## src/rtl/irq_seq_pkg.sv

```systemverilog
package irq_seq_pkg;

  typedef enum logic [3:0] {
    S_IDLE,
    S_ACK,
    S_LATCH,
    S_PUSH_F,
    S_PUSH_CS,
    S_PUSH_IP,
    S_RD_OFF,
    S_RD_SEG,
    S_POP_IP,
    S_POP_CS,
    S_POP_F,
    S_FIN
  } seq_state_e;

  localparam int WORD_BYTES = 2;

  function automatic logic is_push(input seq_state_e s);
    return (s == S_PUSH_F) || (s == S_PUSH_CS) || (s == S_PUSH_IP);
  endfunction

  function automatic logic is_mem(input seq_state_e s);
    return is_push(s) || (s == S_RD_OFF) || (s == S_RD_SEG) ||
           (s == S_POP_IP) || (s == S_POP_CS) || (s == S_POP_F);
  endfunction

endpackage

```

## src/rtl/irq_seq_rstsync.sv

```systemverilog
module irq_seq_rstsync (
  input  logic clk,
  input  logic arst_n,
  output logic srst_n
);

  logic [1:0] sync_q;

  always_ff @(posedge clk or negedge arst_n) begin
    if (!arst_n) sync_q <= 2'b00;
    else         sync_q <= {sync_q[0], 1'b1};
  end

  assign srst_n = sync_q[1];

endmodule

```

## src/rtl/irq_seq_fsm.sv

```systemverilog
module irq_seq_fsm
  import irq_seq_pkg::*;
(
  input  logic       clk,
  input  logic       rst_n,
  input  logic       irq_req,
  input  logic       ret_req,
  input  logic       int_en,
  input  logic       mem_rdy,
  output seq_state_e state_q
);

  seq_state_e state_d;

  always_comb begin
    state_d = state_q;
    unique case (state_q)
      S_IDLE: begin
        if (ret_req)               state_d = S_POP_IP;
        else if (irq_req && int_en) state_d = S_ACK;
      end
      S_ACK:     state_d = S_LATCH;
      S_LATCH:   state_d = S_PUSH_F;
      S_PUSH_F:  if (mem_rdy) state_d = S_PUSH_CS;
      S_PUSH_CS: if (mem_rdy) state_d = S_PUSH_IP;
      S_PUSH_IP: if (mem_rdy) state_d = S_RD_OFF;
      S_RD_OFF:  if (mem_rdy) state_d = S_RD_SEG;
      S_RD_SEG:  if (mem_rdy) state_d = S_FIN;
      S_POP_IP:  if (mem_rdy) state_d = S_POP_CS;
      S_POP_CS:  if (mem_rdy) state_d = S_POP_F;
      S_POP_F:   if (mem_rdy) state_d = S_FIN;
      S_FIN:     state_d = S_IDLE;
      default:   state_d = S_IDLE;
    endcase
  end

  always_ff @(posedge clk or negedge rst_n) begin
    if (!rst_n) state_q <= S_IDLE;
    else        state_q <= state_d;
  end

endmodule

```

## src/rtl/irq_seq_addr.sv

```systemverilog
module irq_seq_addr
  import irq_seq_pkg::*;
#(
  parameter int DATA_W    = 16,
  parameter int SEG_SHIFT = 4,
  parameter int VEC_W     = 8
) (
  input  seq_state_e                    state,
  input  logic [DATA_W-1:0]             ss,
  input  logic [DATA_W-1:0]             sp,
  input  logic [VEC_W-1:0]              vec,
  output logic [DATA_W+SEG_SHIFT-1:0]   addr,
  output logic [DATA_W-1:0]             sp_dec,
  output logic [DATA_W-1:0]             sp_inc
);

  localparam int ADDR_W = DATA_W + SEG_SHIFT;

  logic [ADDR_W-1:0] stk_base;
  logic [ADDR_W-1:0] push_addr;
  logic [ADDR_W-1:0] pop_addr;
  logic [ADDR_W-1:0] tbl_off_addr;
  logic [ADDR_W-1:0] tbl_seg_addr;

  assign sp_dec       = sp - DATA_W'(WORD_BYTES);
  assign sp_inc       = sp + DATA_W'(WORD_BYTES);
  assign stk_base     = {ss, {SEG_SHIFT{1'b0}}};
  assign push_addr    = stk_base + ADDR_W'(sp_dec);
  assign pop_addr     = stk_base + ADDR_W'(sp);
  assign tbl_off_addr = ADDR_W'({vec, 2'b10});
  assign tbl_seg_addr = ADDR_W'({vec, 2'b00});

  always_comb begin
    unique case (state)
      S_PUSH_F, S_PUSH_CS, S_PUSH_IP: addr = push_addr;
      S_POP_IP, S_POP_CS, S_POP_F:    addr = pop_addr;
      S_RD_OFF:                       addr = tbl_off_addr;
      S_RD_SEG:                       addr = tbl_seg_addr;
      default:                        addr = '0;
    endcase
  end

endmodule

```

## src/rtl/irq_dispatch_seq.sv

```systemverilog
module irq_dispatch_seq
  import irq_seq_pkg::*;
#(
  parameter int DATA_W    = 16,
  parameter int SEG_SHIFT = 4,
  parameter int VEC_W     = 8,
  parameter int IF_BIT    = 9,
  parameter logic [DATA_W-1:0] RST_SS    = 16'h3000,
  parameter logic [DATA_W-1:0] RST_SP    = 16'h0100,
  parameter logic [DATA_W-1:0] RST_CS    = 16'hF000,
  parameter logic [DATA_W-1:0] RST_IP    = 16'hFFF0,
  parameter logic [DATA_W-1:0] RST_FLAGS = 16'h0202
) (
  input  logic                        clk,
  input  logic                        rst_n,
  input  logic                        irq_req,
  output logic                        irq_ack,
  input  logic [VEC_W-1:0]            irq_vec,
  input  logic                        ret_req,
  output logic                        mem_req,
  output logic                        mem_we,
  output logic [DATA_W+SEG_SHIFT-1:0] mem_addr,
  output logic [DATA_W-1:0]           mem_wdata,
  input  logic [DATA_W-1:0]           mem_rdata,
  input  logic                        mem_rdy,
  output logic [DATA_W-1:0]           cs_out,
  output logic [DATA_W-1:0]           ip_out,
  output logic [DATA_W-1:0]           ss_out,
  output logic [DATA_W-1:0]           sp_out,
  output logic [DATA_W-1:0]           flags_out,
  output logic                        done
);

  localparam logic [DATA_W-1:0] IF_MASK = DATA_W'(1) << IF_BIT;

  logic              rst_n_s;
  seq_state_e        state_q;
  logic [DATA_W-1:0] cs_q, cs_d;
  logic [DATA_W-1:0] ip_q, ip_d;
  logic [DATA_W-1:0] sp_q, sp_d;
  logic [DATA_W-1:0] flags_q, flags_d;
  logic [DATA_W-1:0] off_q, off_d;
  logic [VEC_W-1:0]  vec_q, vec_d;
  logic [DATA_W-1:0] sp_dec, sp_inc;

  irq_seq_rstsync u_rst (
    .clk    (clk),
    .arst_n (rst_n),
    .srst_n (rst_n_s)
  );

  irq_seq_fsm u_fsm (
    .clk     (clk),
    .rst_n   (rst_n_s),
    .irq_req (irq_req),
    .ret_req (ret_req),
    .int_en  (flags_q[IF_BIT]),
    .mem_rdy (mem_rdy),
    .state_q (state_q)
  );

  irq_seq_addr #(
    .DATA_W    (DATA_W),
    .SEG_SHIFT (SEG_SHIFT),
    .VEC_W     (VEC_W)
  ) u_addr (
    .state  (state_q),
    .ss     (RST_SS),
    .sp     (sp_q),
    .vec    (vec_q),
    .addr   (mem_addr),
    .sp_dec (sp_dec),
    .sp_inc (sp_inc)
  );

  // memory port and handshake outputs, decoded from the current step
  assign mem_req = is_mem(state_q);
  assign mem_we  = is_push(state_q);
  assign irq_ack = (state_q == S_ACK);
  assign done    = (state_q == S_FIN);

  always_comb begin
    unique case (state_q)
      S_PUSH_F:  mem_wdata = flags_q;
      S_PUSH_CS: mem_wdata = cs_q;
      S_PUSH_IP: mem_wdata = ip_q;
      default:   mem_wdata = '0;
    endcase
  end

  // architectural register next values
  always_comb begin
    cs_d    = cs_q;
    ip_d    = ip_q;
    sp_d    = sp_q;
    flags_d = flags_q;
    off_d   = off_q;
    vec_d   = vec_q;
    unique case (state_q)
      S_LATCH: vec_d = irq_vec;
      S_PUSH_F, S_PUSH_CS: begin
        if (mem_rdy) sp_d = sp_dec;
      end
      S_PUSH_IP: begin
        if (mem_rdy) begin
          sp_d    = sp_dec;
          flags_d = flags_q & ~IF_MASK;
        end
      end
      S_RD_OFF: begin
        if (mem_rdy) off_d = mem_rdata;
      end
      S_RD_SEG: begin
        if (mem_rdy) begin
          ip_d = off_q;
          cs_d = mem_rdata;
        end
      end
      S_POP_IP: begin
        if (mem_rdy) begin
          ip_d = mem_rdata;
          sp_d = sp_inc;
        end
      end
      S_POP_CS: begin
        if (mem_rdy) begin
          cs_d = mem_rdata;
          sp_d = sp_inc;
        end
      end
      S_POP_F: begin
        if (mem_rdy) begin
          flags_d = mem_rdata;
          sp_d    = sp_inc;
        end
      end
      default: ;
    endcase
  end

  always_ff @(posedge clk or negedge rst_n_s) begin
    if (!rst_n_s) begin
      cs_q    <= RST_CS;
      ip_q    <= RST_IP;
      sp_q    <= RST_SP;
      flags_q <= RST_FLAGS;
      off_q   <= '0;
      vec_q   <= '0;
    end else begin
      cs_q    <= cs_d;
      ip_q    <= ip_d;
      sp_q    <= sp_d;
      flags_q <= flags_d;
      off_q   <= off_d;
      vec_q   <= vec_d;
    end
  end

  assign cs_out    = cs_q;
  assign ip_out    = ip_q;
  assign ss_out    = RST_SS;
  assign sp_out    = sp_q;
  assign flags_out = flags_q;

endmodule

```

## config.mk

```make
export PLATFORM = sky130hd
export DESIGN_NAME = irq_dispatch_seq
export DESIGN_NICKNAME = d
export VERILOG_FILES = /design/src/rtl/irq_seq_pkg.sv /design/src/rtl/irq_seq_rstsync.sv /design/src/rtl/irq_seq_fsm.sv /design/src/rtl/irq_seq_addr.sv /design/src/rtl/irq_dispatch_seq.sv
export SDC_FILE = /design/constraint.sdc
export NUM_CORES = 1
export LEC_CHECK = 0
export ABC_CLOCK_PERIOD_IN_PS = 2500
export BUFFER_PORTS_ARGS = -buffer_cell sky130_fd_sc_hd__buf_2
export CORE_MARGIN = 5
export CORE_UTILIZATION = 49
export CTS_BUF_LIST = sky130_fd_sc_hd__clkbuf_4
export CTS_CLUSTER_DIAMETER = 60
export DETAILED_ROUTE_END_ITERATION = 16
export PLACE_DENSITY = 0.79
export SYNTH_ARGS = -nofsm -noshare
export SYNTH_HDL_FRONTEND = slang
export SYNTH_SLANG_ARGS = --single-unit
```

## constraint.sdc

```tcl
create_clock -name clk -period 2.5 [get_ports clk]
set_input_delay 0.125 -clock clk [delete_from_list [all_inputs] [get_ports clk]]
set_output_delay 0.125 -clock clk [all_outputs]
set_load 0.005 [all_outputs]
```

* After elaboration in Yosys (flattened, before gate mapping)
Cells that the tools add are included. Widths: inputs -> output; s select.
Storage, ports and cells: logic and storage cells 80, bits of input ports 29, register bits after elaboration 94
Operators by class: equality and inequality tests 23, bitwise gates (word level) 1, reduce and logical (&&, ||, !) cells 23, multiplexer cells 20, add/sub/neg operators 4
Operators by type and width (number):
- $pmux 16 s2 | 3
- $pmux 20 s4 | 1
- $mux 16 | 4
- $pmux 16 s3 | 1
- $pmux 4 s10 | 1
- $add 18x16->19 const A | 2
- $mux 4 | 9
- $add 16x2->16 const B | 1
- $eq 4x3->1 const B | 4
- $eq 4x4->1 const B | 4
- $ne 2x2->1 const B | 8
- $sub 16x2->16 const B | 1
- $reduce_and 3->1 | 4
- $mux 10 | 1
- $eq 4x2->1 const B | 2
- $reduce_and 8->1 | 1
- $logic_or 1x1->1 | 7
- $ne 2x1->1 const B | 3
- $reduce_bool 2->1 | 3
- $reduce_or 3->1 | 2
- $eq 4x1->1 const B | 1
- $logic_not 4->1 | 1
- $reduce_and 2->1 | 2
- $reduce_or 2->1 | 2
- other kinds (3) | 3

* Logic depth before layout (Yosys ltp)
Gate-level depths: netlist of run 1.
word-level depth 8, depth in mapped cells 9

* Hierarchy
A second synthesis of run 1 with hierarchy kept.
Unflattened totals: cell total of the unflattened synthesis 632, area total of the unflattened synthesis 6249.7 µm²
By module, submodules not included:
- irq_dispatch_seq | area an instance 4237.8 µm², sequential area each 2225.9 µm², instances 1, cells each 343
- irq_seq_addr | area an instance 1656.6 µm², sequential area each 0.0 µm², instances 1, cells each 251
- irq_seq_fsm | area an instance 301.5 µm², sequential area each 100.1 µm², instances 1, cells each 35
- irq_seq_rstsync | area an instance 53.8 µm², sequential area each 50.0 µm², instances 1, cells each 3

* Least setup slack after synthesis of run 1
No wires, ideal clock.
kind register to output, from register sp_q[6] (netlist: sp_out[6]), to output mem_addr[10], arrival time 1.937 ns, path buffers 2, setup slack 0.438 ns, stages on the path, launching flop included 7, cells stage by stage dfrtp_1 > buf_2 > or4_1 > buf_2 > or4_4 > or3_1 > o21ai_1
On the way: word-level cells in the longest chain between the ends 3, elaborated cells on any way between the ends 4, those cells by class 3 x add/sub; 1 x mux
RTL lines:
- start: declaration | RTL line irq_dispatch_seq.sv:40 | logic [DATA_W-1:0] sp_q, sp_d;
- start signal: assignment | RTL line irq_dispatch_seq.sv:152 | sp_q <= sp_d;
- $sub 16x2->16 | RTL line irq_seq_addr.sv:25 | assign sp_dec = sp - DATA_W'(WORD_BYTES);
- $add 18x16->19 | RTL line irq_seq_addr.sv:28 | assign push_addr = stk_base + ADDR_W'(sp_dec);
- $pmux 20 s4 * | RTL line irq_seq_addr.sv:34 | unique case (state)
- end: declaration | RTL line irq_dispatch_seq.sv:22 | output logic [DATA_W+SEG_SHIFT-1:0] mem_addr,
Every way passes the cells marked *; elsewhere a longest branch is shown, timed or not.

* Worst setup path in the final report of run 1
from register sp_q[2] (netlist: sp_out[2]), to output mem_addr[10]
The elaborated chain is that of the path after synthesis.

==> results of run 1 <==
==> what timing repair did <==
item,4_1_cts,5_1_grt
cloned,0,0
resized for setup,13,17
hold endpoints to repair,63,0
setup buffers,5,13
pin swaps,1,5
hold buffers,26,0
endpoints found under the setup margin,26,30
==> through the flow <==
step                hold WS, ns  instance area, um^2  TNS, ns
floorplan               -0.1706                 5071        0
global placement       -0.08917                 5789        0
detailed placement     -0.08670                 5789        0
CTS                      0.1352                 6272        0
global route             0.1716                 6430  -0.1174
finish                   0.1630                 6430        0
==> power breakdown <==
group          leakage, uW  internal (uW)  switching (uW)  total (uW)
Sequential         0.00110           2300             692        3000
Combinational      0.00193           1880            1860        3730
Clock            0.0000738            310             530         840
==> kinds of logic (layout without fill, tap and decap cells) <==
family | Yosys count | after routing | share of synthesized area, %
and+or+nand+nor | 118 | 118 | 11.69
other | 2 | 21 | 0.1502
muxes | 71 | 71 | 15.59
buffers and inverters | 84 | 239 | 8.486
xor gates and xnor gates | 17 | 17 | 2.979
DFF | 93 | 93 | 47.03
adders and majority gates | 2 | 2 | 0.5005
AOI/OAI and AO/OA | 100 | 100 | 13.57
==> worst max-delay path, cell delays in order, from the launching register on <==
cell and delay [ns]:
dfrtp_2 0.46, or3_4 0.43, or4_4 0.51, or3_1 0.31, o21ai_1 0.07, buf_2 0.12
==> synthesized netlist by cell type, types with 9 or more instances <==
| library cell | n | area (um^2) |
|---|---|---|
| nor2_1 | 24 | 90.09 |
| mux2i_1 | 16 | 160.2 |
| nand3_1 | 9 | 45.04 |
| buf_4 | 23 | 172.7 |
| a21oi_1 | 13 | 65.06 |
| nand2_1 | 49 | 183.9 |
| dfstp_2 | 19 | 499.2 |
| buf_2 | 12 | 60.06 |
| a222oi_1 | 17 | 170.2 |
| clkbuf_1 | 21 | 78.83 |
| dfrtp_1 | 74 | 1852 |
| mux2_2 | 55 | 619.3 |
| xor2_1 | 9 | 78.83 |
| inv_1 | 26 | 97.59 |
| o21ai_0 | 37 | 185.2 |
==> state kept, by name (all words and copies together), names as in the netlist <==
signal         count
cs_out            16
flags_out         16
ip_out            16
off_q             16
sp_out            15
vec_q              8
u_fsm.state_q      4
u_rst.sync_q       2
==> worst paths after layout <==
path	cells after the start	to	slack, ns	start
max in group asynchronous	1	cs_out[14]	1.45	u_rst.sync_q[1]
min in group asynchronous	0	cs_out[9]	0.34	u_rst.sync_q[1]
min reg2reg	0	cs_out[9]	0.34	u_rst.sync_q[1]
max reg2reg	8	sp_out[11]	0.46	sp_out[1]
max	5	mem_addr[10]	0.04	sp_out[2]
min	3	u_fsm.state_q[3]	0.16	mem_rdy
==> routing by layer <==
| metal | wire [um] | GRT usage [%] | vias to the layer above | share of wire, % |
|---|---|---|---|---|
| met5 | 0 | 0 | - | 0 |
| met4 | 227 | 7.225 | 0 | 1.6 |
| met3 | 1193 | 4.421 | 25 | 8.6 |
| met1 | 5575 | 27.42 | 2192 | 40 |
| li1 | - | - | 2028 | - |
| met2 | 6949 | 37.58 | 254 | 50 |
==> cell type report <==
type	count	area (um^2)
inverter	26	97.59
fill	731	3435
sequential	93	2364
clock buffer	9	67.56
tap	133	166.4
clock inverter	7	75.07
timing repair buffer	197	1252
multi-input combinational	329	2407
==> results.md, run 1 <==
* Area growth from synthesis to layout at 28.64%
* Total Die Area at 12320 um^2
* Data required, critical path at 2.38 ns
* CTS HTree Levels at 3
* Clock-pin slew of the registers on the worst-case setup and hold paths at 0.15 ns
* Worst hold-check path type: in -> reg
* Primary FF master, synth: dfrtp_1
* Post-synth EDFFs at 0
* Final period util at 98.24%
* Post-DP HPWL at 9401 um
* Final min period at 2.456 ns
* Drt wl/cell at 17.56 um
* Layout Skew at 0.01773 ns
* Crit Path Max Fanout at 5
* Vias in the first global route at 4519
* Average via count per standard cell at 5.666
* Clock Latency Late Sink at 0.44 ns
* Leakage Power at 0.003105 uW
* Post-Place Cells at 734
* Unique masters post-synth at 54
* Status: complete, no violations
* Unrepaired setup endpoints after global routing: yes
* Final setup margin at 0.04399 ns
* Starting density of the core at 50.67%
* Async S/R FF share, synth at 100.0%
* Crit path capture type: output port
* Post-layout util at 65.18%
* TritonCTS Sinks at 93
* Pwr Total at 7571 uW
* Slew @ Worst Pin at 0.5797 ns
* Vias at 4499
* Synth warn at 0
* Max-Cap Viols at 0
* Worst slack, placed at 0.2786 ns
* Post-layout net count at 687
* Most frequent cells in the layout: buf_2, dfrtp_1, mux2_2
* Area of the core at 9864 um^2
* Commonest non-fill, non-tap cell in the layout: buf_2
* Maximum VDD drop at 0.5670 mV
* I/O pins at 149
* Gr ovfl total at 0
* Clock buffer depth at 2
* Antenna violations before repair at 0
* First-pass GRT wire length at 22290 um
* FMAX at 407.2 MHz
* Pin count of the biggest net entering global routing at 48
* Final setup violation count at 0
* 1st-iter DRT viols at 495
* Post-synthesis sequential area ratio at 47.03%
* Final non-filler cell total at 794
* Slew Viols, Final at 0
* CTS tree: yes
* Die Ht at 111 um
* Setup Crit Path Kind: reg -> out
* Startpoint types: flip-flop
* Cell row count at 36
* CP arrival at 2.33 ns
* DR DRC count at 0
* Syn Inst Count at 487
* First drt pass iteration count at 6
* Final wirelength at 13950 um
* Ant diodes at 0
* GRT Total Usage at 21.82%
* Inserted Clock Buffers at 9
* Die Span X at 111 um
* Mapped Area at 4999 um^2
* PwrDens at 1177 nW/um^2
* Final Hold Vio Count at 0
* Post-DRT Antenna Nets at 0
* Max_slew headroom at 61.07%
* Layout cell share with drive strength beyond 1 at 44.18%
* GP Congestion at 0.8864
* Avg Cell Area, Syn at 10.26 um^2
* Root Buffer: clkbuf_4
* Port Buffer Count at 128
* Synth Register Bits at 93
No activity file was read; power rests on OpenSTA's default activity.
==> run 2, diff against run 1 <==
- ABC_CLOCK_PERIOD_IN_PS: 2500 -> 2040
- clock period: 2.5 -> 2.04 ns (I/O delays scaled with it)
==> results.md, run 2 (synthesized netlist as in run 1, its figures left out) <==
* Final Hold Vio Count at 0 (unchanged)
* Final min period at 2.454 ns
* CTS tree: yes
* Total Die Area at 12320 um^2 (unchanged)
* Vias at 4829 (+7.3%)
* PwrDens at 1494 nW/um^2 (+27%)
* CP arrival at 2.35 ns (+0.02 ns)
* Status: complete, but fails checks
* Clock Latency Late Sink at 0.44 ns (about the same)
* Slew @ Worst Pin at 0.6949 ns (+0.1153 ns)
* CP peak stage delay at 0.54 ns (+0.03 ns)
* Clock buffer depth at 2 (unchanged)
* Vias in the first global route at 4916 (+8.8%)
* Power share of the combinational group at 56.0% (+6.7 points)
* Area of the core at 9864 um^2 (unchanged)
* Post-layout util at 71.96% (+6.8 points)
* Switching Fraction at 40.89% (+0.19 points)
* Average via count per standard cell at 5.742 (+1.3%)
* Hold_sp: ret_req
* Clock-pin slew of the registers on the worst-case setup and hold paths at 0.17 ns (+0.02 ns)
* Clock power share at 10.5% (-0.6 points)
* Setup Crit Path Kind: reg -> out
* Final setup TNS at -3.630 ns (-3.630 ns)
* Top Layer Used: met4
* Ant diodes at 0 (unchanged)
* Cell row count at 36 (unchanged)
* Leakage Power at 0.003456 uW (+11%)
* CP Cell Sequence: or4_4 -> or4_4 -> or3_1 -> o21ai_1 -> buf_2
* RR Startpoint: sp_out[2]
* Final setup violation count at 30 (+30)
* GP Congestion at 0.8833 (-0.35%)
* CTS HTree Levels at 3 (unchanged)
* First-pass GRT wire length at 24520 um (+10%)
* Root Buffer: clkbuf_4
* Die Ht at 111 um (unchanged)
* Layout cell share with drive strength beyond 1 at 51.55% (+7.4 points)
* Psw at 4336 uW (+41%)
* Critical Path Source: sp_out[9]
* DR DRC count at 0 (unchanged)
* I/O pins at 149 (unchanged)
* Post-DP HPWL at 9579 um (+1.9%)
* Post-DRT Antenna Nets at 0 (unchanged)
* Post-Place Cells at 754 (+2.7%)
* Max-Cap Viols at 0 (unchanged)
* 1st-iter DRT viols at 548 (+11%)
* Gr ovfl total at 0 (unchanged)
* Met1 WL at 5932 um (+6.4%)
* FMAX at 407.5 MHz
* Crit path capture type: output port
* Port Buffer Count at 128 (unchanged)
* Reg power frac at 33.5% (-6.1 points)
* Starting density of the core at 50.67% (unchanged)
* Worst R2R Setup Slack at 0.02 ns (-0.44 ns)
* Final setup margin at -0.4141 ns (-0.4581 ns)
* Maximum VDD drop at 0.7751 mV (+37%)
* Final period util at 120.3%
* Startpoint types: flip-flop
* Slew Viols, Final at 0 (unchanged)
* First drt pass iteration count at 5 (-1)
* CP dominant cell by count: or4_4
* Die Span X at 111 um (unchanged)
* Internal power at 6269 uW (+40%)
* Area growth from synthesis to layout at 42.00%
* Pwr Total at 10610 uW (+40%)
* Post-layout net count at 734 (+6.8%)
* Most frequent cells in the layout: buf_2, dfrtp_1, buf_4
* Antenna violations before repair at 0 (unchanged)
* Failing checks: negative setup slack
* Final non-filler cell total at 841 (+5.9%)
* Final wirelength at 15830 um (+13%)
* Fillers at 686 (-6.2%)
* Unrepaired setup endpoints after global routing: yes
* Multi-input gate area at 2577 um^2 (+7.1%)
* Drt wl/cell at 18.82 um (+7.1%)
* Met3 WL at 1201 um (+0.67%)
* Crit Path Max Fanout at 2 (-3)
* Commonest non-fill, non-tap cell in the layout: buf_2
* Data required, critical path at 1.94 ns (-0.44 ns)
* Layout Skew at 0.01883 ns (+0.001100 ns)
* Pin count of the biggest net entering global routing at 45 (-6.3%)
* TritonCTS Sinks at 93 (unchanged)
* Worst path slowest cell: or4_4
* GRT Total Usage at 24.15% (+2.3 points)
* Metal2 WL at 8214 um (+18%)
* Worst hold-check path type: in -> reg
* Inserted Clock Buffers at 9 (unchanged)
* Reg area at 2360 um^2 (-0.16%)
* Max_slew headroom at 53.49% (-7.6 points)
run 2: through the flow:
step | cell area, um^2 | hold slack, ns | setup slack [ns]
after floorplan | 5071 | -0.1936 | 0.001412
after global placement | 5964 | -0.1125 | -0.04659
after detailed placement | 5964 | -0.1093 | -0.1344
after CTS | 6857 | 0.1094 | -0.4286
after global routing | 7098 | 0.1409 | -0.4942
final | 7098 | 0.1393 | -0.4141
run 2: power groups by stage:
stage,clock network (uW),logic [uW],registers (uW)
final,1110,5940,3550
after global routing,1210,6390,3650
after CTS,1130,5360,3510
after detailed placement,0,4490,3550
after global placement,0,4340,3490
after floorplan,0,2610,3420
run 2: layout make-up:
type,count,share of cell area [%]
Clock buffer,9,0.9519
Clock inverter,7,1.322
Inverter,26,1.428
Multi-Input combinational cell,329,36.31
Sequential cell,93,33.25
Tap cell,133,2.344
Timing Repair Buffer,244,24.40
run 2: worst paths after layout:
check | cells past startpoint | endpoint
min in group asynchronous | 0 | off_q[4]
hold reg to reg | 0 | off_q[4]
setup reg to reg | 8 | sp_out[11]
max in group asynchronous | 1 | sp_out[8]
setup / recovery | 5 | mem_addr[10]
hold / removal | 5 | u_fsm.state_q[3]
run 2: what timing repair did:
| item | in CTS | in global routing |
|---|---|---|
| setup buffers | 29 | 15 |
| gates cloned | 2 | 1 |
| setup endpoints to repair | 60 | 45 |
| hold buffers | 26 | 0 |
| pin swaps | 20 | 20 |
| gates resized for setup | 72 | 35 |
| endpoints found under the hold margin | 73 | 0 |
run 2: per-layer routing:
metal	GRT usage, %	vias to the layer above
met3	4.913	48
met4	8.867	0
met5	0	-
met2	42.48	274
met1	29.18	2367
li1	-	2140
run 2: critical path, delay by kind of cell, from the launching register on:
family          cells  cell delay [ns]
simple gates        3             1.29
flops               1             0.42
buf+inv             1             0.12
compound gates      1             0.08
